[config.mk]
export PLATFORM = sky130hd
export DESIGN_NAME = hs_fault_regs
export DESIGN_NICKNAME = d
export VERILOG_FILES = /design/src/rtl/hs_fault_pkg.sv /design/src/rtl/hs_pin_sync.sv /design/src/rtl/hs_fault_bank.sv /design/src/rtl/hs_insert_ctrl.sv /design/src/rtl/hs_alert_gen.sv /design/src/rtl/hs_fault_regs.sv
export SDC_FILE = /design/constraint.sdc
export NUM_CORES = 1
export LEC_CHECK = 0
export BUFFER_PORTS_ARGS = -buffer_cell sky130_fd_sc_hd__buf_2
export CORE_MARGIN = 2
export CORE_UTILIZATION = 30
export DETAILED_ROUTE_END_ITERATION = 10
export GPL_ROUTABILITY_DRIVEN = 1
export PLACE_DENSITY_LB_ADDON = 0.1
export SKIP_CTS_REPAIR_TIMING = 1
export SYNTH_ARGS = -nofsm -noshare
export SYNTH_HDL_FRONTEND = slang
export SYNTH_HIERARCHICAL = 1
export SYNTH_SLANG_ARGS = --single-unit
[constraint.sdc]
create_clock -name clk -period 2.6 [get_ports clk]
set_clock_uncertainty 0.2 [all_clocks]
set_input_delay 0.39 -clock clk [delete_from_list [all_inputs] [get_ports clk]]
set_output_delay 0.39 -clock clk [all_outputs]
set_load 0.01 [all_outputs]
[src/rtl/hs_fault_pkg.sv]
package hs_fault_pkg;
  localparam int FLT_W = 8;
  localparam int ON_W  = 4;
  localparam int ADDR_W = 3;

  typedef enum logic [ADDR_W-1:0] {
    ADDR_FLT_A  = 3'd0,
    ADDR_FLT_B  = 3'd1,
    ADDR_MASK_A = 3'd2,
    ADDR_MASK_B = 3'd3,
    ADDR_ONCTL  = 3'd4
  } reg_addr_e;
endpackage

[src/rtl/hs_pin_sync.sv]
module hs_pin_sync #(
  parameter int   STAGES  = 2,
  parameter logic RST_VAL = 1'b0
) (
  input  logic clk,
  input  logic rst_n,
  input  logic din,
  output logic level,
  output logic level_d
);
  logic [STAGES-1:0] chain;

  generate
    if (STAGES == 1) begin : g_single
      always_ff @(posedge clk or negedge rst_n) begin
        if (!rst_n) chain <= RST_VAL;
        else        chain <= din;
      end
    end else begin : g_multi
      always_ff @(posedge clk or negedge rst_n) begin
        if (!rst_n) chain <= {STAGES{RST_VAL}};
        else        chain <= {chain[STAGES-2:0], din};
      end
    end
  endgenerate

  always_ff @(posedge clk or negedge rst_n) begin
    if (!rst_n) level_d <= RST_VAL;
    else        level_d <= chain[STAGES-1];
  end

  assign level = chain[STAGES-1];
endmodule

[src/rtl/hs_fault_bank.sv]
module hs_fault_bank #(
  parameter int           W         = 8,
  parameter logic [W-1:0] KEEP_MASK = '0
) (
  input  logic         clk,
  input  logic         rst_n,
  input  logic [W-1:0] set_req,
  input  logic         wr_en,
  input  logic [W-1:0] wr_data,
  input  logic         clr_all,
  input  logic         bd_fall,
  input  logic         bd_edge,
  output logic [W-1:0] q
);
  logic [W-1:0] nxt;

  // Lowest priority first: bus write, global clear, insertion clear,
  // change-of-state flag, then live set requests on top of all.
  always_comb begin
    nxt = wr_en ? wr_data : q;
    if (clr_all) nxt = '0;
    if (bd_fall) nxt = nxt & KEEP_MASK;
    if (bd_edge) nxt = nxt | KEEP_MASK;
    nxt = nxt | set_req;
  end

  always_ff @(posedge clk or negedge rst_n) begin
    if (!rst_n) q <= '0;
    else        q <= nxt;
  end
endmodule

[src/rtl/hs_insert_ctrl.sv]
module hs_insert_ctrl #(
  parameter int ON_W           = 4,
  parameter int CAPTURE_CYCLES = 10_000_000
) (
  input  logic            clk,
  input  logic            rst_n,
  input  logic            bd_level,
  input  logic            bd_fall,
  input  logic            on_level,
  input  logic            seq_mode,
  input  logic            wr_en,
  input  logic [ON_W-1:0] wr_data,
  output logic [ON_W-1:0] on_ctrl
);
  localparam int CNT_W = $clog2(CAPTURE_CYCLES + 1);
  localparam logic [CNT_W-1:0] CNT_LAST = CNT_W'(CAPTURE_CYCLES - 1);
  localparam logic [CNT_W-1:0] CNT_SAT  = CNT_W'(CAPTURE_CYCLES);

  logic [CNT_W-1:0] low_cnt;
  logic             capture;
  logic [ON_W-1:0]  nxt;

  always_ff @(posedge clk or negedge rst_n) begin
    if (!rst_n)              low_cnt <= '0;
    else if (bd_level)       low_cnt <= '0;
    else if (low_cnt != CNT_SAT) low_cnt <= low_cnt + 1'b1;
  end

  assign capture = !bd_level && (low_cnt == CNT_LAST);

  always_comb begin
    nxt = wr_en ? wr_data : on_ctrl;
    if (bd_fall && seq_mode) nxt[ON_W-1:1] = '0;
    if (capture) begin
      if (seq_mode) nxt[0] = on_level;
      else          nxt    = {ON_W{on_level}};
    end
  end

  always_ff @(posedge clk or negedge rst_n) begin
    if (!rst_n) on_ctrl <= '0;
    else        on_ctrl <= nxt;
  end
endmodule

[src/rtl/hs_alert_gen.sv]
module hs_alert_gen #(
  parameter int W     = 8,
  parameter int BANKS = 2
) (
  input  logic               clk,
  input  logic               rst_n,
  input  logic [BANKS*W-1:0] flt,
  input  logic [BANKS*W-1:0] msk,
  output logic               alert_n
);
  logic [BANKS-1:0] bank_hit;

  genvar b;
  generate
    for (b = 0; b < BANKS; b++) begin : g_bank
      assign bank_hit[b] = |(flt[b*W +: W] & msk[b*W +: W]);
    end
  endgenerate

  always_ff @(posedge clk or negedge rst_n) begin
    if (!rst_n) alert_n <= 1'b1;
    else        alert_n <= ~(|bank_hit);
  end
endmodule

[src/rtl/hs_fault_regs.sv]
module hs_fault_regs
  import hs_fault_pkg::*;
#(
  parameter int FLT_W          = hs_fault_pkg::FLT_W,
  parameter int ON_W           = hs_fault_pkg::ON_W,
  parameter int COS_BIT        = 6,
  parameter int SYNC_STAGES    = 2,
  parameter int CAPTURE_CYCLES = 10_000_000
) (
  input  logic              clk,
  input  logic              rst_n,
  input  logic              uvlo_rst,
  input  logic [FLT_W-1:0]  set_a,
  input  logic [FLT_W-1:0]  set_b,
  input  logic              wr_valid,
  output logic              wr_ready,
  input  logic [ADDR_W-1:0] wr_addr,
  input  logic [FLT_W-1:0]  wr_data,
  input  logic              on_pin,
  input  logic              bdsel_n,
  input  logic              seq_mode,
  output logic [FLT_W-1:0]  fault_a,
  output logic [FLT_W-1:0]  fault_b,
  output logic [ON_W-1:0]   on_ctrl,
  output logic              bdsel_level,
  output logic              sw_off,
  output logic              alert_n
);
  localparam int NBANK = 2;
  localparam logic [FLT_W-1:0] COS_MASK = FLT_W'(1) << COS_BIT;

  logic wr_fire;
  logic on_lvl, on_lvl_d, on_fall;
  logic bd_lvl, bd_lvl_d, bd_fall, bd_rise, bd_edge;
  logic clr_all;
  logic [FLT_W-1:0] mask_a, mask_b;
  logic [FLT_W-1:0] flt_q   [NBANK];
  logic [FLT_W-1:0] set_arr [NBANK];
  logic [NBANK-1:0] flt_wr;

  assign wr_ready = 1'b1;
  assign wr_fire  = wr_valid & wr_ready;

  hs_pin_sync #(.STAGES(SYNC_STAGES), .RST_VAL(1'b0)) u_on_sync (
    .clk(clk), .rst_n(rst_n), .din(on_pin), .level(on_lvl), .level_d(on_lvl_d)
  );

  hs_pin_sync #(.STAGES(SYNC_STAGES), .RST_VAL(1'b1)) u_bd_sync (
    .clk(clk), .rst_n(rst_n), .din(bdsel_n), .level(bd_lvl), .level_d(bd_lvl_d)
  );

  assign on_fall = on_lvl_d & ~on_lvl;
  assign bd_fall = bd_lvl_d & ~bd_lvl;
  assign bd_rise = ~bd_lvl_d & bd_lvl;
  assign bd_edge = bd_fall | bd_rise;
  assign clr_all = uvlo_rst | on_fall;

  assign set_arr[0] = set_a;
  assign set_arr[1] = set_b;
  assign flt_wr[0]  = wr_fire && (wr_addr == ADDR_FLT_A);
  assign flt_wr[1]  = wr_fire && (wr_addr == ADDR_FLT_B);

  genvar b;
  generate
    for (b = 0; b < NBANK; b++) begin : g_bank
      hs_fault_bank #(
        .W(FLT_W),
        .KEEP_MASK((b == 1) ? COS_MASK : '0)
      ) u_bank (
        .clk(clk), .rst_n(rst_n), .set_req(set_arr[b]),
        .wr_en(flt_wr[b]), .wr_data(wr_data), .clr_all(clr_all),
        .bd_fall(bd_fall), .bd_edge(bd_edge), .q(flt_q[b])
      );
    end
  endgenerate

  assign fault_a = flt_q[0];
  assign fault_b = flt_q[1];

  always_ff @(posedge clk or negedge rst_n) begin
    if (!rst_n) begin
      mask_a <= '0;
      mask_b <= '0;
    end else if (wr_fire) begin
      if (wr_addr == ADDR_MASK_A) mask_a <= wr_data;
      if (wr_addr == ADDR_MASK_B) mask_b <= wr_data;
    end
  end

  hs_insert_ctrl #(.ON_W(ON_W), .CAPTURE_CYCLES(CAPTURE_CYCLES)) u_insert (
    .clk(clk), .rst_n(rst_n), .bd_level(bd_lvl), .bd_fall(bd_fall),
    .on_level(on_lvl), .seq_mode(seq_mode),
    .wr_en(wr_fire && (wr_addr == ADDR_ONCTL)),
    .wr_data(wr_data[ON_W-1:0]), .on_ctrl(on_ctrl)
  );

  hs_alert_gen #(.W(FLT_W), .BANKS(NBANK)) u_alert (
    .clk(clk), .rst_n(rst_n),
    .flt({fault_b, fault_a}), .msk({mask_b, mask_a}),
    .alert_n(alert_n)
  );

  assign bdsel_level = bd_lvl;
  assign sw_off      = bd_lvl;
endmodule

# [Word level (Yosys, flattened, before mapping)]
# Cells that the tools add are included.
[classes] n_eq_ne=6 bitwise_logic=13 n_mux=13 addsub=1 reduce_logical=12
[ops] operator="24-bit 2-to-1 mux" n=2
[ops] operator="8-bit 2-to-1 mux" n=6
[ops] operator="24-bit by 1-bit adder with 24-bit output (second input constant)" n=1
[ops] operator="24-bit equality test (second input constant)" n=1
[ops] operator="24-bit inequality test (second input constant)" n=1
[ops] operator="8-bit bitwise AND" n=2
[ops] operator="8-bit bitwise OR" n=2
[ops] operator="16-bit OR reduction" n=1
[ops] operator="4-bit 2-to-1 mux" n=2
[ops] operator="7-bit 2-to-1 mux" n=1
[ops] operator="3-bit by 2-bit equality test with 1-bit output (second input constant)" n=2
[ops] operator="3-bit 2-to-1 mux" n=2
[ops] operator="1-bit logical AND" n=5
[ops] operator="1-bit NOT" n=4
[ops] operator="2-bit AND reduction" n=2
[ops] operator="2-bit nonzero test" n=2
[ops] operator="1-bit bitwise AND" n=3
[ops] operator="3-bit by 1-bit equality test with 1-bit output (second input constant)" n=1
[ops] operator="3-bit equality test (second input constant)" n=1
[ops] operator="3-bit logical NOT" n=1
[ops] operator="1-bit bitwise OR" n=2
[ops] operator="1-bit logical NOT" n=1
[totals] output_inout_bits=24 ff_bits=67 elab_cells=57 in_bits=34

# [Logic depth before layout (Yosys ltp)]
[logic_depth] depth_word=7 ltp_mapped=6 depth_no_buf=6

# [Cells and area by module]
# Netlist, hierarchy kept.
[by_module_without_submodules] mod="hs_insert_ctrl" cells_each=168 n_inst=1 seq_area_each_um2=700.7 area_each_um2=1555.2
[by_module_without_submodules] mod="hs_fault_regs" cells_each=47 n_inst=1 seq_area_each_um2=400.4 area_each_um2=729.4
[by_module_without_submodules] mod="hs_fault_bank at g_bank[0].u_bank" cells_each=27 n_inst=1 seq_area_each_um2=200.2 area_each_um2=365.4
[by_module_without_submodules] mod="hs_fault_bank at g_bank[1].u_bank" cells_each=28 n_inst=1 seq_area_each_um2=200.2 area_each_um2=364.1
[by_module_without_submodules] mod="hs_alert_gen" cells_each=10 n_inst=1 seq_area_each_um2=26.3 area_each_um2=130.1
[by_module_without_submodules] mod="hs_pin_sync at u_bd_sync" cells_each=3 n_inst=1 seq_area_each_um2=78.8 area_each_um2=78.8
[by_module_without_submodules] mod="hs_pin_sync at u_on_sync" cells_each=3 n_inst=1 seq_area_each_um2=75.1 area_each_um2=75.1

# [Worst setup path after synthesis]
# No wires, ideal clock.
[synth_path] kind="register -> register" start="register u_insert.low_cnt[8]" end="register u_insert.on_ctrl[2]" required_time_ns=2.313 period_less_slack_ns=2.287 n_path_buf=0 stages_incl_launch_ff=5 arrival_ns=2.001 slack_ns=0.313 setup_time_ns=0.087 path_cell_list="dfrtp_1 or4b_4 or4_4 or4_4 o211ai_1"
[synth_between] elab_chain_len=3
[synth_rtl] element="start: declaration" line="hs_insert_ctrl.sv:19" rtl="logic [CNT_W-1:0] low_cnt;"
[synth_rtl] element="start signal: assignment" line="hs_insert_ctrl.sv:26" rtl="else if (low_cnt != CNT_SAT) low_cnt <= low_cnt + 1'b1;"
[synth_rtl] element="24-bit equality test" line="hs_insert_ctrl.sv:29" rtl="assign capture = !bd_level && (low_cnt == CNT_LAST);"
[synth_rtl] element="1-bit logical AND" line="hs_insert_ctrl.sv:29"
[synth_rtl] element="4-bit 2-to-1 mux" line="hs_insert_ctrl.sv:34" rtl="if (capture) begin"
[synth_rtl] element="net u_insert.nxt[2]" line="hs_insert_ctrl.sv:21" rtl="logic [ON_W-1:0] nxt;"
[synth_rtl] element="end signal: assignment" line="hs_insert_ctrl.sv:42" rtl="else on_ctrl <= nxt;"
[synth_rtl] element="end: declaration" line="hs_insert_ctrl.sv:13" rtl="output logic [ON_W-1:0] on_ctrl"
# The timed path passes the listed nets, and every way through them passes these cells.
# A chain may end at the register's enable or synchronous reset.

# [Final worst setup path]
[layout_path] start="register u_insert.low_cnt[8]" end="register u_insert.on_ctrl[1]"
# The elaborated chain is that of the path after synthesis.

==> metrics.cfg <==
[finish]
fillers=1079
regArea_um2=1682
nNetsFinal=384
n_antenna_cell=0
multi_input_area_um2=1509
post-route-util_pct=37.12
areaGrowthSynthToFinish_pct=21.47
drive_above_1_share_pct=32.10

[placement]
numPortBuffers=56
hpwl_um=5374
place_congestion=0.7650

[floorplanning]
num_rows=38
coreArea_um2=10790
die_w_um=108.9
dieArea_um2=11850
dieHeight_um=108.9
start_util_pct=30.56
floorplan.io_pins=58

[drt]
wl_um=7680
antenna_left=0
wire_per_inst_um=15.61
drtIter0Drc=74
drc=0
vias_per_cell=4.902
vias=2412
drtPass1Iterations=4

[synthesis]
synth_top_area_share_pct=47.80
syn_nets=323
synth_area_leaders=dfrtp_1 (48%), mux2i_1 (5.5%), mux2_2 (4.1%)
syn_avg_cell_area_um2=11.53
synth_warnings=6
synth-edff-count=0
ys.flop_type=dfrtp_1
yosysSeqAreaShare_pct=50.99
synth_top_cell_by_area=dfrtp_1
ys_types=44
synthArstFlopShare_pct=100.0
ys_ff_latch=67
syn_inst=286
syn_area_um2=3298

[grt]
grt_pass1_vias=2437
grt_util_all_layers_pct=14.04
grt-ovfl-total=0
antenna_found_initial=0
grt_pass1_wl_um=12580
grt_max_degree=68

[critical_path]
cp-end-kind=register
critPathMaxFanout=6
crit_type=reg2reg
cp.arrival_ns=2.46
startpoint_type=register
r2r_slack_ns=0.20
crit_required_ns=2.66

[clocking]
clk_pin_slew_ns=0.08
cts_buffers=9
clk_latency_ns=0.35
htreeDepth=3
clkSinkCount=67
cts_tree=done
clock_path_buffers=2
cts_root_buf=clkbuf_8

[sta]
rsz0062_at_grt=false
hold_slack_ns=0.02998
min_period_ns=2.400
tns_ns=0
slew_viol_final=0
finalHoldViolations=0
max_freq_mhz=416.7
fin_crit_sh_pct=92.31
tightest_slew_ns=0.5611
setup_viol=0
max_slew_margin_pct=62.59

[power_and_ir_drop]
seq_power_share_pct=46.0
clkPwrFrac_pct=41.8
leakagePower_uw=0.001675
p_sw_share_pct=24.26
p_per_area_nw_per_um2=649.5
intPower_uw=1971
switching_power_uw=631.4
combPwrFrac_pct=12.2
irDropWorstVdd_mv=0.2838

[job]
maxCapViolCount=0

[worst_hold_path]
holdCritPathClass=in2reg

[outcome]
status=complete, no violations

[kinds of logic (layout without fill, tap and decap cells)]
family / count (synthesis) / in the layout / share of synthesized area, %
and+or+nand+nor: 91 / 91 / 16.77
DFF: 67 / 67 / 50.99
AOI/OAI and AO/OA: 55 / 55 / 11.84
muxes: 38 / 38 / 13.20
buffers and inverters: 22 / 88 / 3.566
xor gates and xnor gates: 9 / 9 / 2.390
adders and majority gates: 3 / 3 / 1.138
other: 1 / 1 / 0.1137
[flip-flops by register name (all words and copies together) (netlist names)]
name               count
u_bd_sync/level_d      1
u_alert/alert_n        1
u_on_sync/level_d      1
u_bd_sync/chain        2
u_insert/on_ctrl       4
g_bank.u_bank/q       16
u_insert/low_cnt      24
mask_a                 8
mask_b                 8
u_on_sync/chain        2
[synth_stat cells (all sizes together), types with 3 or more instances]
cell type,instances
a21oi,14
ha,3
inv,8
o31ai,5
nor2,13
clkbuf,8
or3,9
xnor2,3
dfrtp,63
mux2,20
nor4,4
xor2,6
dfstp,4
a22o,4
a221oi,4
buf,6
and4,4
nand2,16
o211ai,3
o21bai,15
nand4,8
nor3,5
or4b,3
o21ai,9
nand3,8
or4,9
mux2i,18
[cells in the final DEF (no fill, tap or decap), drive strengths merged, types with 2 or more instances in the layout]
| master | count |
|---|---|
| dfrtp | 63 |
| buf | 61 |
| mux2 | 20 |
| mux2i | 18 |
| nand2 | 16 |
| o21bai | 15 |
| a21oi | 14 |
| nor2 | 13 |
| clkbuf | 10 |
| o21ai | 9 |
| or3 | 9 |
| or4 | 9 |
| inv | 8 |
| nand4 | 8 |
| nand3 | 8 |
| xor2 | 6 |
| nor3 | 5 |
| o31ai | 5 |
| a22o | 4 |
| a221oi | 4 |
| dfstp | 4 |
| nor4 | 4 |
| and4 | 4 |
| ha | 3 |
| bufinv | 3 |
| dlygate4sd3 | 3 |
| o211ai | 3 |
| xnor2 | 3 |
| clkinv | 3 |
| or4b | 3 |
| or2 | 2 |
| nor2b | 2 |
| and2 | 2 |
| and4bb | 2 |
[metrics by stage]
step | power [uW] | std cells | instance area, um^2 | setup WS (ns)
after floorplan | 1402 | 286 | 3298 | 0.3129
after global placement | 1536 | 473 | 3722 | 0.2473
after detailed placement | 1540 | 473 | 3722 | 0.1933
after CTS | 2647 | 489 | 3973 | 0.1725
after global routing | 2742 | 492 | 4006 | 0.1117
final | 2602 | 492 | 4006 | 0.2000
[critical path, cell delays in order, from the launching register on]
cell      delay [ns]
dfrtp_1         0.44
or4b_4          0.56
or4_4           0.57
or4_4           0.45
o211ai_1        0.10
[worst paths after layout]
path                                                 startpoint                               to  cells after the start
max in group asynchronous                                 rst_n     u_bd_sync/chain[0]$_DFF_PN1_                      3
min in group asynchronous                                 rst_n  g_bank[0].u_bank/q[0]$_DFF_PN0_                      3
worst max-delay path            u_insert/low_cnt[8]$_DFFE_PN0P_    u_insert/on_ctrl[1]$_DFF_PN0_                      4
worst min register to register     u_on_sync/chain[0]$_DFF_PN0_     u_on_sync/chain[1]$_DFF_PN0_                      0
worst min-delay path                                   set_a[7]  g_bank[0].u_bank/q[7]$_DFF_PN0_                      2
worst max register to register  u_insert/low_cnt[8]$_DFFE_PN0P_    u_insert/on_ctrl[1]$_DFF_PN0_                      4
[layer usage]
metal  global-route usage (%)  part of all wire (%)
met3                    4.124                   4.8
met1                    17.47                    45
met4                    4.304                   1.3
met5                        0                     0
met2                    23.53                    48
[layout make-up]
class	count	area share, %
Timing Repair Buffer	64	8.994
Clock buffer	10	3.435
Sequential cell	67	41.97
Tap cell	140	4.372
Inverter	8	0.7495
Multi-Input combinational cell	197	37.66
Clock inverter	6	2.811
[power by group through the flow]
stage / combinational, uW / sequential (uW) / clock [uW]
floorplan: 182 / 1220 / 0
global placement: 318 / 1220 / 0
detailed placement: 321 / 1220 / 0
CTS: 323 / 1200 / 1130
global route: 356 / 1210 / 1170
finish: 318 / 1200 / 1090
Power figures use the tool's default switching activity.
